`config.mk`:
```
export PLATFORM = sky130hd
export DESIGN_NAME = irq_level_encoder
export DESIGN_NICKNAME = d
export VERILOG_FILES = /design/src/rtl/irq_enc_pkg.sv /design/src/rtl/irq_src_monitor.sv /design/src/rtl/irq_prio_select.sv /design/src/rtl/irq_reg_window.sv /design/src/rtl/irq_level_encoder.sv
export SDC_FILE = /design/constraint.sdc
export NUM_CORES = 1
export LEC_CHECK = 0
export BUFFER_PORTS_ARGS = -buffer_cell sky130_fd_sc_hd__buf_2
export CORE_ASPECT_RATIO = 1.2
export CORE_MARGIN = 1
export CORE_UTILIZATION = 40
export DETAILED_ROUTE_END_ITERATION = 6
export PLACE_DENSITY = 0.7
export RECOVER_POWER = 100
export SLEW_MARGIN = 0
export SYNTH_ARGS = -nofsm -noshare
export SYNTH_HDL_FRONTEND = slang
export SYNTH_SLANG_ARGS = --single-unit
```
`constraint.sdc`:
```
create_clock -name clk_i -period 1.8 [get_ports clk_i]
set_input_delay 0.36 -clock clk_i [delete_from_list [all_inputs] [get_ports clk_i]]
set_output_delay 0.36 -clock clk_i [all_outputs]
set_load 0.02 [all_outputs]
```
`src/rtl/irq_enc_pkg.sv`:
```
`timescale 1ns/1ps
package irq_enc_pkg;
  localparam int NUM_SRC = 13;
  localparam int WORD_W  = 16;
  localparam int LVL_W   = 4;
  localparam logic [LVL_W-1:0] IDLE_LVL = '1;

  typedef logic [WORD_W-1:0] word_t;
  typedef logic [LVL_W-1:0]  lvl_t;

  typedef enum logic [2:0] {
    SEL_NONE, SEL_MASK, SEL_PWR, SEL_ID, SEL_OPORT
  } sel_e;

  // enable/monitor bit position for the source of priority k
  function automatic int unsigned src_bit(int unsigned k);
    case (k)
      0:       return 11;
      1:       return 9;
      2:       return 8;
      3:       return 12;
      4:       return 10;
      5:       return 6;
      6:       return 5;
      7:       return 4;
      8:       return 7;
      9:       return 14;
      10:      return 13;
      11:      return 0;
      12:      return 15;
      default: return 1;
    endcase
  endfunction
endpackage

```
`src/rtl/irq_src_monitor.sv`:
```
`timescale 1ns/1ps
module irq_src_monitor
  import irq_enc_pkg::*;
(
  input  logic [NUM_SRC-1:0] src_i,
  output word_t              mon_o
);
  always_comb begin
    mon_o = '0;
    for (int k = 0; k < NUM_SRC; k++) mon_o[src_bit(k)] = src_i[k];
  end
endmodule

```
`src/rtl/irq_prio_select.sv`:
```
`timescale 1ns/1ps
module irq_prio_select
  import irq_enc_pkg::*;
(
  input  word_t mon_i,
  input  word_t mask_i,
  output lvl_t  lvl_o
);
  logic [NUM_SRC-1:0] active;

  for (genvar k = 0; k < NUM_SRC; k++) begin : g_act
    localparam int unsigned Pos = src_bit(k);
    assign active[k] = mon_i[Pos] & mask_i[Pos];
  end

  // scan high to low so the smallest active index wins
  always_comb begin
    lvl_o = IDLE_LVL;
    for (int k = NUM_SRC - 1; k >= 0; k--)
      if (active[k]) lvl_o = LVL_W'(k);
  end
endmodule

```
`src/rtl/irq_reg_window.sv`:
```
`timescale 1ns/1ps
module irq_reg_window
  import irq_enc_pkg::*;
#(
  parameter int          ADDR_W    = 6,
  parameter logic [ADDR_W-1:0] OFS_MASK  = 6'h00,
  parameter logic [ADDR_W-1:0] OFS_PWR   = 6'h30,
  parameter logic [ADDR_W-1:0] OFS_ID    = 6'h32,
  parameter logic [ADDR_W-1:0] OFS_OPORT = 6'h36,
  parameter word_t       ID_VALUE  = 16'h0010
) (
  input  logic              clk_i,
  input  logic              rst_ni,
  input  logic              en_i,
  input  logic              we_i,
  input  logic [ADDR_W-1:0] addr_i,
  input  word_t             wdata_i,
  output word_t             rdata_o,
  output word_t             mask_q_o,
  output word_t             mask_next_o
);
  sel_e  sel;
  word_t mask_q, pwr_q, oport_q;
  logic  wr;

  always_comb begin
    unique case (addr_i)
      OFS_MASK:  sel = SEL_MASK;
      OFS_PWR:   sel = SEL_PWR;
      OFS_ID:    sel = SEL_ID;
      OFS_OPORT: sel = SEL_OPORT;
      default:   sel = SEL_NONE;
    endcase
  end

  assign wr = en_i & we_i;

  always_ff @(posedge clk_i or negedge rst_ni) begin
    if (!rst_ni) begin
      mask_q  <= '0;
      pwr_q   <= '0;
      oport_q <= '0;
    end else if (wr) begin
      case (sel)
        SEL_MASK:  mask_q  <= wdata_i;
        SEL_PWR:   pwr_q   <= wdata_i;
        SEL_OPORT: oport_q <= wdata_i;
        default:   ;
      endcase
    end
  end

  // lookahead lets a mask write reach the output register at the same edge
  assign mask_next_o = (wr && sel == SEL_MASK) ? wdata_i : mask_q;
  assign mask_q_o    = mask_q;

  always_comb begin
    case (sel)
      SEL_MASK:  rdata_o = mask_q;
      SEL_PWR:   rdata_o = pwr_q;
      SEL_ID:    rdata_o = ID_VALUE;
      SEL_OPORT: rdata_o = oport_q;
      default:   rdata_o = '0;
    endcase
  end
endmodule

```
`src/rtl/irq_level_encoder.sv`:
```
`timescale 1ns/1ps
module irq_level_encoder
  import irq_enc_pkg::*;
#(
  parameter int ADDR_W = 6
) (
  input  logic               clk_i,
  input  logic               rst_ni,
  input  logic [NUM_SRC-1:0] src_i,
  input  logic               bus_en_i,
  input  logic               bus_we_i,
  input  logic [ADDR_W-1:0]  bus_addr_i,
  input  logic [WORD_W-1:0]  bus_wdata_i,
  output logic [WORD_W-1:0]  bus_rdata_o,
  output logic [LVL_W-1:0]   irl_o
);
  word_t mon, mask_q, mask_next;
  lvl_t  lvl, irl_q;

  irq_src_monitor u_mon (
    .src_i (src_i),
    .mon_o (mon)
  );

  irq_reg_window #(.ADDR_W(ADDR_W)) u_regs (
    .clk_i       (clk_i),
    .rst_ni      (rst_ni),
    .en_i        (bus_en_i),
    .we_i        (bus_we_i),
    .addr_i      (bus_addr_i),
    .wdata_i     (bus_wdata_i),
    .rdata_o     (bus_rdata_o),
    .mask_q_o    (mask_q),
    .mask_next_o (mask_next)
  );

  irq_prio_select u_sel (
    .mon_i  (mon),
    .mask_i (mask_next),
    .lvl_o  (lvl)
  );

  always_ff @(posedge clk_i or negedge rst_ni) begin
    if (!rst_ni) irl_q <= '0;
    else         irl_q <= lvl ^ IDLE_LVL;
  end

  assign irl_o = irl_q;
endmodule

```
==> tab_implementation.tex, run 1 <==
\begin{tabular}{lr}
\hline
Metric & Value \\
\hline
\multicolumn{2}{l}{\textbf{Timing}} \\
\quad Setup repair after global routing missed its margin & yes \\
\quad Post-Route Setup TNS & -1365 ps \\
\quad Worst Setup Slack, final & -113.5 ps \\
\quad Peak Freq & 0.5226 GHz \\
\quad Actual slew at the worst max-slew pin & 1011 ps \\
\quad Max\_slew headroom & 32.58\% \\
\quad Worst-case hold slack & 284.7 ps \\
\quad Number of max-slew violations in the final report & 0 \\
\quad Number of setup violations in the final report & 16 \\
\quad Final hold violation count & 0 \\
\quad Minimum clock period after layout & 1913 ps \\
\quad Post-route clock period utilization & 106.3\% \\
\quad Skew final & 6.895 ps \\
\multicolumn{2}{l}{\textbf{Worst setup path}} \\
\quad Startpoint type of the worst setup path & primary input \\
\quad Critical path data arrival time & 1550 ps \\
\quad Maximum fanout count along the critical path & 8 \\
\quad Family with the most delay on the worst path & buffers and inverters \\
\quad Most repeated library cell on the critical path & sky130\_fd\_sc\_hd\_\_buf\_6 \\
\quad Crit path largest cell delay & 270 ps \\
\quad Critical-path cell with the highest stage delay & sky130\_fd\_sc\_hd\_\_nor4\_4 \\
\quad WP data required & 1440 ps \\
\quad Critical path endpoint category & primary output \\
\quad CP cell instances & buf\_6 > nor4\_4 > nor3b\_4 > buf\_4 > buf\_12 > a222oi\_1 > inv\_1 > buf\_6 \\
\quad WS Path Type & in2out \\
\quad Count of buffering cells on the critical path with inverters included & 5 \\
\multicolumn{2}{l}{\textbf{Clock network}} \\
\quad CTS clk-pin slew, worst paths & 100 ps \\
\quad Sinks on the clock net & 52 \\
\quad CTS Buf Count & 5 \\
\quad H-tree levels & 2 \\
\quad Bufs on Longest Clock Path & 2 \\
\quad Root Buffer Master & sky130\_fd\_sc\_hd\_\_clkbuf\_8 \\
\quad TritonCTS clock tree & built \\
\quad Clock latency on the worst-skew pair & 310 ps \\
\multicolumn{2}{l}{\textbf{Placement}} \\
\quad Global placer's final weighted congestion & 0.8279 \\
\quad Number of buffer cells added on primary ports & 58 \\
\quad Sum of net half-perimeters after detailed placement & 4504 microns \\
\quad Instance area at placement & 3217 sq um \\
\multicolumn{2}{l}{\textbf{Outcome}} \\
\quad Outcome & finished with violations \\
\quad Violated checks & setup timing \\
\multicolumn{2}{l}{\textbf{Global routing}} \\
\quad Global-route wire length before repair & 10,160 microns \\
\quad GR Overflow Total & 0 \\
\quad Maximum number of pins on one net before global-route repair & 36 \\
\quad Initial antenna violation count & 0 \\
\quad All-Layer GR Usage & 19.79\% \\
\quad Number of global-route vias before repair & 2,132 \\
\multicolumn{2}{l}{\textbf{Power and ir drop}} \\
\quad Clk network pwr share & 28.8\% \\
\quad Cell Int Power & 1.757 mW \\
\quad Power per unit of standard cell area & 692.6 nW/um\^{}2 \\
\quad Power spent charging and discharging nets & 671.7 uW \\
\quad Share of total power in combinational logic & 16.1\% \\
\quad IR Drop Worst-Case VDD & 0.0004662 V \\
\quad Fraction of power spent switching nets & 27.66\% \\
\quad Final Power & 2.428 mW \\
\quad Static leakage & 1.867 nW \\
\quad Proportion of power drawn by flip-flops and latches & 55.1\% \\
\multicolumn{2}{l}{\textbf{Layout}} \\
\quad Post-layout nets & 339 \\
\quad Fraction of final layout cells with drive strength greater than 1 & 49.50\% \\
\quad Layout fillers & 544 \\
\quad Signed area change from the synthesized netlist to the final layout & 36.35\% \\
\quad Final non-filler cell area & 3506 sq um \\
\quad Ant diodes & 0 \\
\multicolumn{2}{l}{\textbf{Synthesis}} \\
\quad Synth unique cells & 36 \\
\quad Share of the yosys chip area belonging to registers & 50.61\% \\
\quad Top flip-flop cell by instance count after synthesis & sky130\_fd\_sc\_hd\_\_dfrtp\_1 \\
\quad Mapped cell area & 2571 sq um \\
\quad Leading area contributor after synthesis & sky130\_fd\_sc\_hd\_\_dfrtp\_1 \\
\quad Synthesized area divided by synthesized cell count & 12.42 sq um \\
\quad Number of enable flip-flop cells after synthesis & 0 \\
\quad Number of cells produced by synthesis & 207 \\
\quad Net Count, Synth & 246 \\
\quad Area share of the largest cell type after synthesis & 50.61\% \\
\quad Total of flip-flops plus latches after synthesis & 52 \\
\quad Largest cells by area after synthesis & sky130\_fd\_sc\_hd\_\_dfrtp\_1 (51\%), sky130\_fd\_sc\_hd\_\_mux2\_2 (15\%), sky130\_fd\_sc\_hd\_\_a222oi\_1 (5.8\%) \\
\quad Share of synthesized flip-flops with an asynchronous set or reset & 100.0\% \\
\quad Total number of yosys warnings & 0 \\
\multicolumn{2}{l}{\textbf{Job}} \\
\quad Maximum Capacitance Violations & 0 \\
\multicolumn{2}{l}{\textbf{Floorplan}} \\
\quad Number of rows in the core area & 31 \\
\quad Core Footprint & 6128 sq um \\
\quad I/O Pins & 59 \\
\quad Starting density of the core & 41.96\% \\
\quad Die W & 75.19 microns \\
\quad Die Footprint & 6754 sq um \\
\quad Die height & 89.83 microns \\
\multicolumn{2}{l}{\textbf{Detailed routing}} \\
\quad Violation count after the first detailed-route iteration & 136 \\
\quad Final routed wire length divided by cell count & 16.22 microns \\
\quad Total number of vias & 2,051 \\
\quad Aggregate routed wire length & 6211 microns \\
\quad Via-per-instance ratio & 5.355 \\
\quad Length of the first detailed-routing pass in iterations & 4 \\
\quad Antenna Nets Post-Route & 0 \\
\quad DRC violation count after routing & 0 \\
\multicolumn{2}{l}{\textbf{Worst hold path}} \\
\quad Worst Hold Class & in2reg \\
\hline
\end{tabular}
-- metrics by stage --
stage	worst slack, ps	instances	util [%]
floorplan	-36.59	207	-
global placement	-231.6	372	52.49
detailed placement	-316.8	372	52.49
CTS	-139.8	384	55.72
global route	-210.2	383	57.21
finish	-113.5	383	57.21
-- repair_timing --
item	in CTS	in global routing
hold endpoints to repair	17	0
pin swaps	2	6
endpoints found under the setup margin	16	20
gates resized for setup	13	41
cloned	1	0
hold buffers	1	0
buffers inserted	3	0
-- final timing paths --
kind                       slack [ps]                  end  cells past startpoint           startpoint
setup / recovery                 -110       bus_rdata_o[6]                      8        bus_addr_i[4]
hold / removal                    280      u_regs.pwr_q[9]                      2       bus_wdata_i[9]
setup reg to reg                  310             irl_o[1]                      7  u_regs.mask_q_o[13]
hold reg to reg                   510      u_regs.pwr_q[6]                      1      u_regs.pwr_q[6]
max in group asynchronous         230  u_regs.mask_q_o[13]                      3               rst_ni
min in group asynchronous         730             irl_o[3]                      2               rst_ni
-- cells in the final DEF (no fill, tap or decap), types with 2 or more instances in the layout --
master,netlist,final
sky130_fd_sc_hd__a21o_1,2,2
sky130_fd_sc_hd__a21oi_1,10,10
sky130_fd_sc_hd__a221oi_2,2,2
sky130_fd_sc_hd__a222oi_1,15,15
sky130_fd_sc_hd__and3_1,2,2
sky130_fd_sc_hd__buf_2,4,33
sky130_fd_sc_hd__buf_4,1,29
sky130_fd_sc_hd__buf_6,2,24
sky130_fd_sc_hd__buf_8,0,2
sky130_fd_sc_hd__clkbuf_1,3,6
sky130_fd_sc_hd__clkbuf_8,0,5
sky130_fd_sc_hd__dfrtp_1,52,52
sky130_fd_sc_hd__inv_1,17,17
sky130_fd_sc_hd__mux2_1,13,13
sky130_fd_sc_hd__mux2_2,34,34
sky130_fd_sc_hd__mux2_4,2,2
sky130_fd_sc_hd__mux2i_1,4,3
sky130_fd_sc_hd__nand2_1,16,17
sky130_fd_sc_hd__nand3_1,4,4
sky130_fd_sc_hd__nor3_2,0,2
sky130_fd_sc_hd__nor3b_4,0,2
-- flip-flops by register name, summed over array words and instances, names as in the netlist --
register / flops
u_regs.mask_q_o: 16
u_regs.oport_q: 16
u_regs.pwr_q: 16
irl_o: 4
-- cell usage after synthesis, drive strengths merged (3+ instances only) --
cell type and n:
a222oi 15, nand2 17, mux2i 4, inv 17
mux2 49, clkbuf 3, a21oi 10, nand3 5
buf 7, dfrtp 52, nor3 3
-- routing by layer --
metal	GRT usage, %	vias to the layer above	wire length [microns]
met5	0	-	0
met4	5.247	0	93
met3	4.484	10	281
met2	32.81	50	3196
met1	25.72	1026	2640
li1	-	965	-
-- cell type report --
cell class	count	area (sq um)	area share, %
clock inverters	3	27.53	0.7852
clock buffers	5	68.82	1.963
repair buffers	96	735.7	20.99
flip-flops and latches	52	1301	37.12
well taps	82	102.6	2.926
inverters	17	63.81	1.820
multi-input cells	128	1206	34.40
-- cell families (layout without fill, tap and decap cells) --
| group | Yosys count | after routing | synth area share, % |
|---|---|---|---|
| muxes | 53 | 53 | 23.31 |
| DFF | 52 | 52 | 50.61 |
| buffers and inverters | 27 | 121 | 4.866 |
| AOI/OAI and AO/OA | 41 | 41 | 13.48 |
| and+or+nand+nor | 34 | 34 | 7.737 |
-- power by group through the flow --
stage	clock network, mW	registers (mW)	logic, mW
floorplan	0	1.37	0.165
global placement	0	1.36	0.369
detailed placement	0	1.36	0.379
CTS	0.732	1.34	0.393
global route	0.767	1.35	0.431
finish	0.700	1.34	0.390
Power figures use the tool's default switching activity.
==> run 2, diff against run 1 <==
--- a/config.mk
+++ b/config.mk
@@ -8,9 +8,9 @@
 export BUFFER_PORTS_ARGS = -buffer_cell sky130_fd_sc_hd__buf_2
 export CORE_ASPECT_RATIO = 1.2
 export CORE_MARGIN = 1
-export CORE_UTILIZATION = 40
+export CORE_UTILIZATION = 48
 export DETAILED_ROUTE_END_ITERATION = 6
-export PLACE_DENSITY = 0.7
+export PLACE_DENSITY = 0.8
 export RECOVER_POWER = 100
 export SLEW_MARGIN = 0
 export SYNTH_ARGS = -nofsm -noshare
==> run 2 against run 1 <==
Fmax decreased by 4.6%. Global-route usage up 2.9 points. Clock power decreased by 10%. Total power is 3.0% lower. Sequential share of layout area is 0.94 points higher. The run still ends with setup timing left.
==> tab_implementation.tex, run 2 (synthesized netlist as in run 1, its figures left out) <==
\begin{tabular}{lr}
\hline
Metric & Value \\
\hline
\multicolumn{2}{l}{\textbf{Placement}} \\
\quad Number of buffer cells added on primary ports & 58 \\
\quad Sum of net half-perimeters after detailed placement & 4151 microns \\
\quad Setup slack after placement & -320.2 ps \\
\quad Global placer's final weighted congestion & 0.7782 \\
\multicolumn{2}{l}{\textbf{Floorplan}} \\
\quad Number of rows in the core area & 28 \\
\quad Die Footprint & 5654 sq um \\
\quad Die W & 68.81 microns \\
\quad I/O Pins & 59 \\
\quad Core Footprint & 5045 sq um \\
\quad Die height & 82.18 microns \\
\quad Starting density of the core & 50.97\% \\
\multicolumn{2}{l}{\textbf{Worst setup path}} \\
\quad WP data required & 1440 ps \\
\quad Count of cells along the worst register-to-register path & 7 \\
\quad Worst R2R End & irl\_o[1] \\
\quad Flop-to-flop setup slack & 310 ps \\
\quad Maximum fanout count along the critical path & 10 \\
\quad Critical path data arrival time & 1650 ps \\
\quad Critical path endpoint category & primary output \\
\quad WS Path Type & in2out \\
\quad Startpoint type of the worst setup path & primary input \\
\quad Start of the worst register-to-register path & u\_regs.mask\_q\_o[13] \\
\multicolumn{2}{l}{\textbf{Layout}} \\
\quad Post-layout nets & 334 \\
\quad Fraction of final layout cells with drive strength greater than 1 & 49.83\% \\
\quad Signed area change from the synthesized netlist to the final layout & 32.99\% \\
\quad Most common cell after layout, fill and taps aside & sky130\_fd\_sc\_hd\_\_dfrtp\_1 \\
\quad Layout fillers & 394 \\
\quad Ant diodes & 0 \\
\quad Commonest cells after routing, fill and taps aside & sky130\_fd\_sc\_hd\_\_dfrtp\_1 (52), sky130\_fd\_sc\_hd\_\_buf\_2 (39), sky130\_fd\_sc\_hd\_\_mux2\_2 (34), sky130\_fd\_sc\_hd\_\_buf\_4 (26), sky130\_fd\_sc\_hd\_\_buf\_6 (22) \\
\quad Util after Layout & 67.78\% \\
\multicolumn{2}{l}{\textbf{Detailed routing}} \\
\quad Final routed wire length divided by cell count & 16.36 microns \\
\quad Aggregate routed wire length & 5809 microns \\
\quad Violation count after the first detailed-route iteration & 162 \\
\quad Via-per-instance ratio & 5.763 \\
\quad Length of the first detailed-routing pass in iterations & 5 \\
\quad DRC violation count after routing & 0 \\
\quad Antenna Nets Post-Route & 0 \\
\quad Total number of vias & 2,046 \\
\multicolumn{2}{l}{\textbf{Clock network}} \\
\quad TritonCTS clock tree & built \\
\quad Root Buffer Master & sky130\_fd\_sc\_hd\_\_clkbuf\_8 \\
\quad Bufs on Longest Clock Path & 2 \\
\quad Clock latency on the worst-skew pair & 300 ps \\
\quad CTS Buf Count & 5 \\
\quad CTS clk-pin slew, worst paths & 80 ps \\
\quad H-tree levels & 2 \\
\quad Sinks on the clock net & 52 \\
\multicolumn{2}{l}{\textbf{Timing}} \\
\quad Worst Setup Slack, final & -205.1 ps \\
\quad Post-route clock period utilization & 111.4\% \\
\quad Setup repair after global routing missed its margin & yes \\
\quad Number of setup violations in the final report & 17 \\
\quad Max\_slew headroom & 35.73\% \\
\quad Minimum clock period after layout & 2005 ps \\
\quad Post-Route Setup TNS & -2672 ps \\
\quad Skew final & 9.489 ps \\
\quad Final hold violation count & 0 \\
\quad Actual slew at the worst max-slew pin & 964.0 ps \\
\quad Number of max-slew violations in the final report & 0 \\
\quad Peak Freq & 0.4987 GHz \\
\multicolumn{2}{l}{\textbf{Outcome}} \\
\quad Outcome & finished with violations \\
\quad Violated checks & setup timing \\
\multicolumn{2}{l}{\textbf{Global routing}} \\
\quad Number of global-route vias before repair & 2,042 \\
\quad Global-route wire length before repair & 9342 microns \\
\quad Maximum number of pins on one net before global-route repair & 36 \\
\quad All-Layer GR Usage & 22.65\% \\
\quad Initial antenna violation count & 0 \\
\quad GR Overflow Total & 0 \\
\multicolumn{2}{l}{\textbf{Worst hold path}} \\
\quad Worst Hold Class & in2reg \\
\quad Start point of the worst min-delay path & src\_i[0] \\
\quad Destination of the worst hold path & irl\_o[0] \\
\quad Min-Delay Path Depth & 3 \\
\multicolumn{2}{l}{\textbf{Power and ir drop}} \\
\quad IR Drop Worst-Case VDD & 0.0005698 V \\
\quad Power per unit of standard cell area & 689.0 nW/um\^{}2 \\
\quad Static leakage & 1.858 nW \\
\multicolumn{2}{l}{\textbf{Job}} \\
\quad Maximum Capacitance Violations & 0 \\
\hline
\end{tabular}
## run 2: cell count changes in the layout (fill, tap and decap cells not counted), moves of 2 or more
cell	delta
sky130_fd_sc_hd__buf_2	+6
sky130_fd_sc_hd__clkbuf_1	-5
sky130_fd_sc_hd__buf_4	-3
sky130_fd_sc_hd__buf_6	-2
sky130_fd_sc_hd__buf_8	-2
## run 2: layout make-up
cell class	instances	area, sq um	share of cell area (%)
multi-input cells	128	1206	35.27
flip-flops and latches	52	1301	38.05
clock buffers	5	68.82	2.012
inverters	17	63.81	1.866
well taps	60	75.07	2.195
repair buffers	91	691.9	20.23
clock inverters	2	12.51	0.3659
## run 2: worst max-delay path by stage
stage / start / to / slack (ps)
CTS: bus_addr_i[3] / bus_rdata_o[5] / -170
detailed placement: bus_addr_i[3] / irl_o[0] / -320
floorplan: bus_addr_i[3] / bus_rdata_o[0] / -40
finish: bus_addr_i[3] / bus_rdata_o[0] / -210
global route: bus_addr_i[3] / bus_rdata_o[0] / -280
global placement: bus_addr_i[3] / irl_o[0] / -310
## run 2: critical path: stages
cell,delay (ps)
sky130_fd_sc_hd__buf_6,100
sky130_fd_sc_hd__nor4_4,290
sky130_fd_sc_hd__buf_4,170
sky130_fd_sc_hd__nor3b_4,230
sky130_fd_sc_hd__buf_6,180
sky130_fd_sc_hd__a222oi_1,120
sky130_fd_sc_hd__inv_1,90
sky130_fd_sc_hd__buf_6,110
## run 2: what timing repair did
item / 4_1_cts / 5_1_grt
endpoints found under the hold margin: 17 / 0
endpoints found under the setup margin: 16 / 17
gates resized for setup: 39 / 5
pin swaps: 5 / 5
hold buffers: 1 / 0
setup buffers: 1 / 5
## run 2: routing by layer
metal	vias to the layer above	GRT usage (%)	wire length, microns	share of wire [%]
met5	-	0	0	0
met4	0	4.286	38	0.65
met3	5	6.181	322	5.5
met2	68	40.39	3046	52
met1	1020	27.13	2402	41
li1	953	-	-	-
## run 2: per-stage QoR
step,instance area [sq um],hold WS [ps],power (mW),instances
3_3_place_gp,3142,314.0,1.717,342
2_1_floorplan,2619,64.41,1.537,207
3_5_place_dp,3142,314.9,1.731,342
4_1_cts,3376,306.0,2.363,351
5_1_grt,3420,304.7,2.478,355
6_report,3420,303.3,2.356,355
## run 2: power by group
group          switching [mW]  internal [mW]  leakage (nW)  total (mW)
clock                   0.365          0.264        0.0400       0.629
combinational           0.197          0.197          1.11       0.394
sequential             0.0558           1.28         0.704        1.33
total                   0.618           1.74          1.86        2.36
==> run 3, diff against run 2 <==
--- a/config.mk
+++ b/config.mk
@@ -8,11 +8,12 @@
 export BUFFER_PORTS_ARGS = -buffer_cell sky130_fd_sc_hd__buf_2
 export CORE_ASPECT_RATIO = 1.2
 export CORE_MARGIN = 1
-export CORE_UTILIZATION = 48
+export CORE_UTILIZATION = 49
 export DETAILED_ROUTE_END_ITERATION = 6
-export PLACE_DENSITY = 0.8
+export PLACE_DENSITY = 0.81
 export RECOVER_POWER = 100
 export SLEW_MARGIN = 0
 export SYNTH_ARGS = -nofsm -noshare
 export SYNTH_HDL_FRONTEND = slang
+export SYNTH_HIERARCHICAL = 1
 export SYNTH_SLANG_ARGS = --single-unit
==> run 3 against run 2 <==
The flow still finishes with violations (setup timing). Sequential power about the same. Largest cell class is now multi-input combinational cells. Critical endpoint is now irl_o[1]. Final area increased by 5.6%. Synthesized cell count fell by 2.9%. Clock skew decreased by 2.0 ps. Fmax shrank 20%.
==> tab_implementation.tex, run 3 <==
\begin{tabular}{lr}
\hline
Metric & Value \\
\hline
\multicolumn{2}{l}{\textbf{Timing}} \\
\quad Number of max-slew violations in the final report & 0 \\
\quad Peak Freq & 0.3991 GHz \\
\quad Number of setup violations in the final report & 33 \\
\quad Post-route clock period utilization & 139.2\% \\
\quad Worst Setup Slack, final & -705.8 ps \\
\quad Worst-case hold slack & 305.3 ps \\
\quad Actual slew at the worst max-slew pin & 1242 ps \\
\quad Skew final & 7.512 ps \\
\quad Minimum clock period after layout & 2506 ps \\
\quad Max\_slew headroom & 17.20\% \\
\quad Final hold violation count & 0 \\
\quad Setup repair after global routing missed its margin & yes \\
\multicolumn{2}{l}{\textbf{Layout}} \\
\quad Fraction of final layout cells with drive strength greater than 1 & 60.66\% \\
\quad Util after Layout & 72.08\% \\
\quad Number of standard cells in the final layout excluding fillers & 332 \\
\quad Layout fillers & 311 \\
\quad Ant diodes & 0 \\
\quad Commonest cells after routing, fill and taps aside & sky130\_fd\_sc\_hd\_\_dfrtp\_1 (52), sky130\_fd\_sc\_hd\_\_mux2\_2 (38), sky130\_fd\_sc\_hd\_\_buf\_2 (36), sky130\_fd\_sc\_hd\_\_buf\_6 (23), sky130\_fd\_sc\_hd\_\_buf\_4 (17) \\
\quad Post-layout nets & 310 \\
\quad Final non-filler cell area & 3611 sq um \\
\quad Most common cell after layout, fill and taps aside & sky130\_fd\_sc\_hd\_\_dfrtp\_1 \\
\quad Signed area change from the synthesized netlist to the final layout & 39.15\% \\
\multicolumn{2}{l}{\textbf{Worst hold path}} \\
\quad Worst Hold Class & in2reg \\
\multicolumn{2}{l}{\textbf{Placement}} \\
\quad Sum of net half-perimeters after detailed placement & 4450 microns \\
\quad Number of instances in the placed design & 317 \\
\quad Setup slack after placement & -992.9 ps \\
\quad Instance area at placement & 3226 sq um \\
\quad Global placer's final weighted congestion & 0.8617 \\
\quad Number of buffer cells added on primary ports & 58 \\
\multicolumn{2}{l}{\textbf{Floorplan}} \\
\quad I/O Pins & 59 \\
\quad Die W & 68.43 microns \\
\quad Die Footprint & 5592 sq um \\
\quad Core Footprint & 5010 sq um \\
\quad Starting density of the core & 51.80\% \\
\quad Number of rows in the core area & 28 \\
\quad Die height & 81.72 microns \\
\multicolumn{2}{l}{\textbf{Worst setup path}} \\
\quad Critical path endpoint category & flip-flop \\
\quad Startpoint type of the worst setup path & primary input \\
\quad WP data required & 1990 ps \\
\quad Flop-to-flop setup slack & 180 ps \\
\quad Critical path data arrival time & 2700 ps \\
\quad WS Path Type & in2reg \\
\quad Maximum fanout count along the critical path & 4 \\
\multicolumn{2}{l}{\textbf{Clock network}} \\
\quad CTS Buf Count & 5 \\
\quad Sinks on the clock net & 52 \\
\quad TritonCTS clock tree & built \\
\quad H-tree levels & 2 \\
\quad Number of hold buffers added after cts & 0 \\
\quad Clock latency on the worst-skew pair & 310 ps \\
\quad CTS clk-pin slew, worst paths & 90 ps \\
\quad Root Buffer Master & sky130\_fd\_sc\_hd\_\_clkbuf\_8 \\
\quad Bufs on Longest Clock Path & 2 \\
\multicolumn{2}{l}{\textbf{Power and ir drop}} \\
\quad Share of total power in combinational logic & 18.3\% \\
\quad Fraction of power spent switching nets & 28.79\% \\
\quad Cell Int Power & 1.774 mW \\
\quad Clk network pwr share & 27.6\% \\
\quad Proportion of power drawn by flip-flops and latches & 54.1\% \\
\quad Power spent charging and discharging nets & 717.0 uW \\
\quad Power per unit of standard cell area & 689.7 nW/um\^{}2 \\
\quad IR Drop Worst-Case VDD & 0.0005685 V \\
\quad Static leakage & 1.696 nW \\
\multicolumn{2}{l}{\textbf{Detailed routing}} \\
\quad Final routed wire length divided by cell count & 19.36 microns \\
\quad Violation count after the first detailed-route iteration & 110 \\
\quad Length of the first detailed-routing pass in iterations & 4 \\
\quad Total number of vias & 1,913 \\
\quad Aggregate routed wire length & 6428 microns \\
\quad DRC violation count after routing & 0 \\
\quad Antenna Nets Post-Route & 0 \\
\quad Via-per-instance ratio & 5.762 \\
\multicolumn{2}{l}{\textbf{Global routing}} \\
\quad All-Layer GR Usage & 25.32\% \\
\quad Initial antenna violation count & 0 \\
\quad Number of global-route vias before repair & 2,085 \\
\quad M3 GR Usage & 4.583\% \\
\quad M1 GR Usage & 29.71\% \\
\quad GR Overflow Total & 0 \\
\quad Maximum number of pins on one net before global-route repair & 53 \\
\quad Global-route track usage on met2 & 46.18\% \\
\quad Global-route layer with the greatest usage & met2 \\
\quad Global-route wire length before repair & 10,070 microns \\
\multicolumn{2}{l}{\textbf{Synthesis}} \\
\quad Mapped cell area & 2595 sq um \\
\quad Number of cells produced by synthesis & 201 \\
\quad Synthesized area divided by synthesized cell count & 12.91 sq um \\
\quad Total number of yosys warnings & 6 \\
\quad Net Count, Synth & 240 \\
\multicolumn{2}{l}{\textbf{Outcome}} \\
\quad Outcome & finished with violations \\
\quad Violated checks & setup timing \\
\multicolumn{2}{l}{\textbf{Job}} \\
\quad Maximum Capacitance Violations & 0 \\
\hline
\end{tabular}
-- run 3: cell types whose count changed in the layout (fill, tap and decap cells not counted), moves of 13 or more --
cell                        before  now
sky130_fd_sc_hd__o2bb2ai_4       0   15
sky130_fd_sc_hd__a222oi_1       15    1
sky130_fd_sc_hd__a22oi_1         2   15
sky130_fd_sc_hd__inv_1          17    4
sky130_fd_sc_hd__mux2_1         13    0
-- run 3: repair_timing --
item                       in CTS  in global routing
buffers inserted                5                  1
gates resized for setup        39                 18
cloned                          1                  0
pin swaps                       2                  6
setup endpoints to repair      34                 34
-- run 3: worst max-delay path, stage by stage --
cell	delay (ps)
sky130_fd_sc_hd__buf_6	90
sky130_fd_sc_hd__or4_4	520
sky130_fd_sc_hd__or4_4	560
sky130_fd_sc_hd__mux2_4	330
sky130_fd_sc_hd__a22o_1	240
sky130_fd_sc_hd__a41oi_2	170
sky130_fd_sc_hd__o21ai_1	100
sky130_fd_sc_hd__a222oi_1	250
sky130_fd_sc_hd__inv_1	80
-- run 3: per-layer routing --
metal,vias up,share of wire (%)
met1,977,41
met2,50,54
met5,-,0
met4,0,1.4
li1,879,-
met3,7,3.7
-- run 3: final cells by class --
class	count	area, sq um	area share, %
multi-input cells	121	1444	39.99
flip-flops and latches	52	1301	36.04
repair buffers	87	684.4	18.95
well taps	60	75.07	2.079
clock buffers	5	68.82	1.906
clock inverters	3	22.52	0.6237
inverters	4	15.01	0.4158
-- run 3: worst paths after layout --
check | startpoint | to | depth (start not counted)
max reg2reg | u_regs/mask_q_o[14] | irl_o[1] | 6
min reg2reg | u_regs/pwr_q[7] | u_regs/pwr_q[7] | 1
max in group asynchronous | rst_ni | irl_o[1] | 2
min | bus_wdata_i[8] | u_regs/pwr_q[8] | 2
min in group asynchronous | rst_ni | u_regs/pwr_q[2] | 2
max | bus_addr_i[0] | irl_o[1] | 9
-- run 3: per-stage QoR --
| step | setup TNS (ps) | total power, mW |
|---|---|---|
| floorplan | -9341 | 1.618 |
| global placement | -11900 | 1.776 |
| detailed placement | -12470 | 1.797 |
| CTS | -5728 | 2.501 |
| global route | -8297 | 2.596 |
| finish | -6346 | 2.491 |
-- run 3: power by group through the flow --
stage | logic, mW | registers, mW | clock network [mW]
CTS | 0.460 | 1.34 | 0.699
finish | 0.455 | 1.35 | 0.687
global placement | 0.417 | 1.36 | 0
global route | 0.493 | 1.36 | 0.744
floorplan | 0.240 | 1.38 | 0
detailed placement | 0.432 | 1.37 | 0
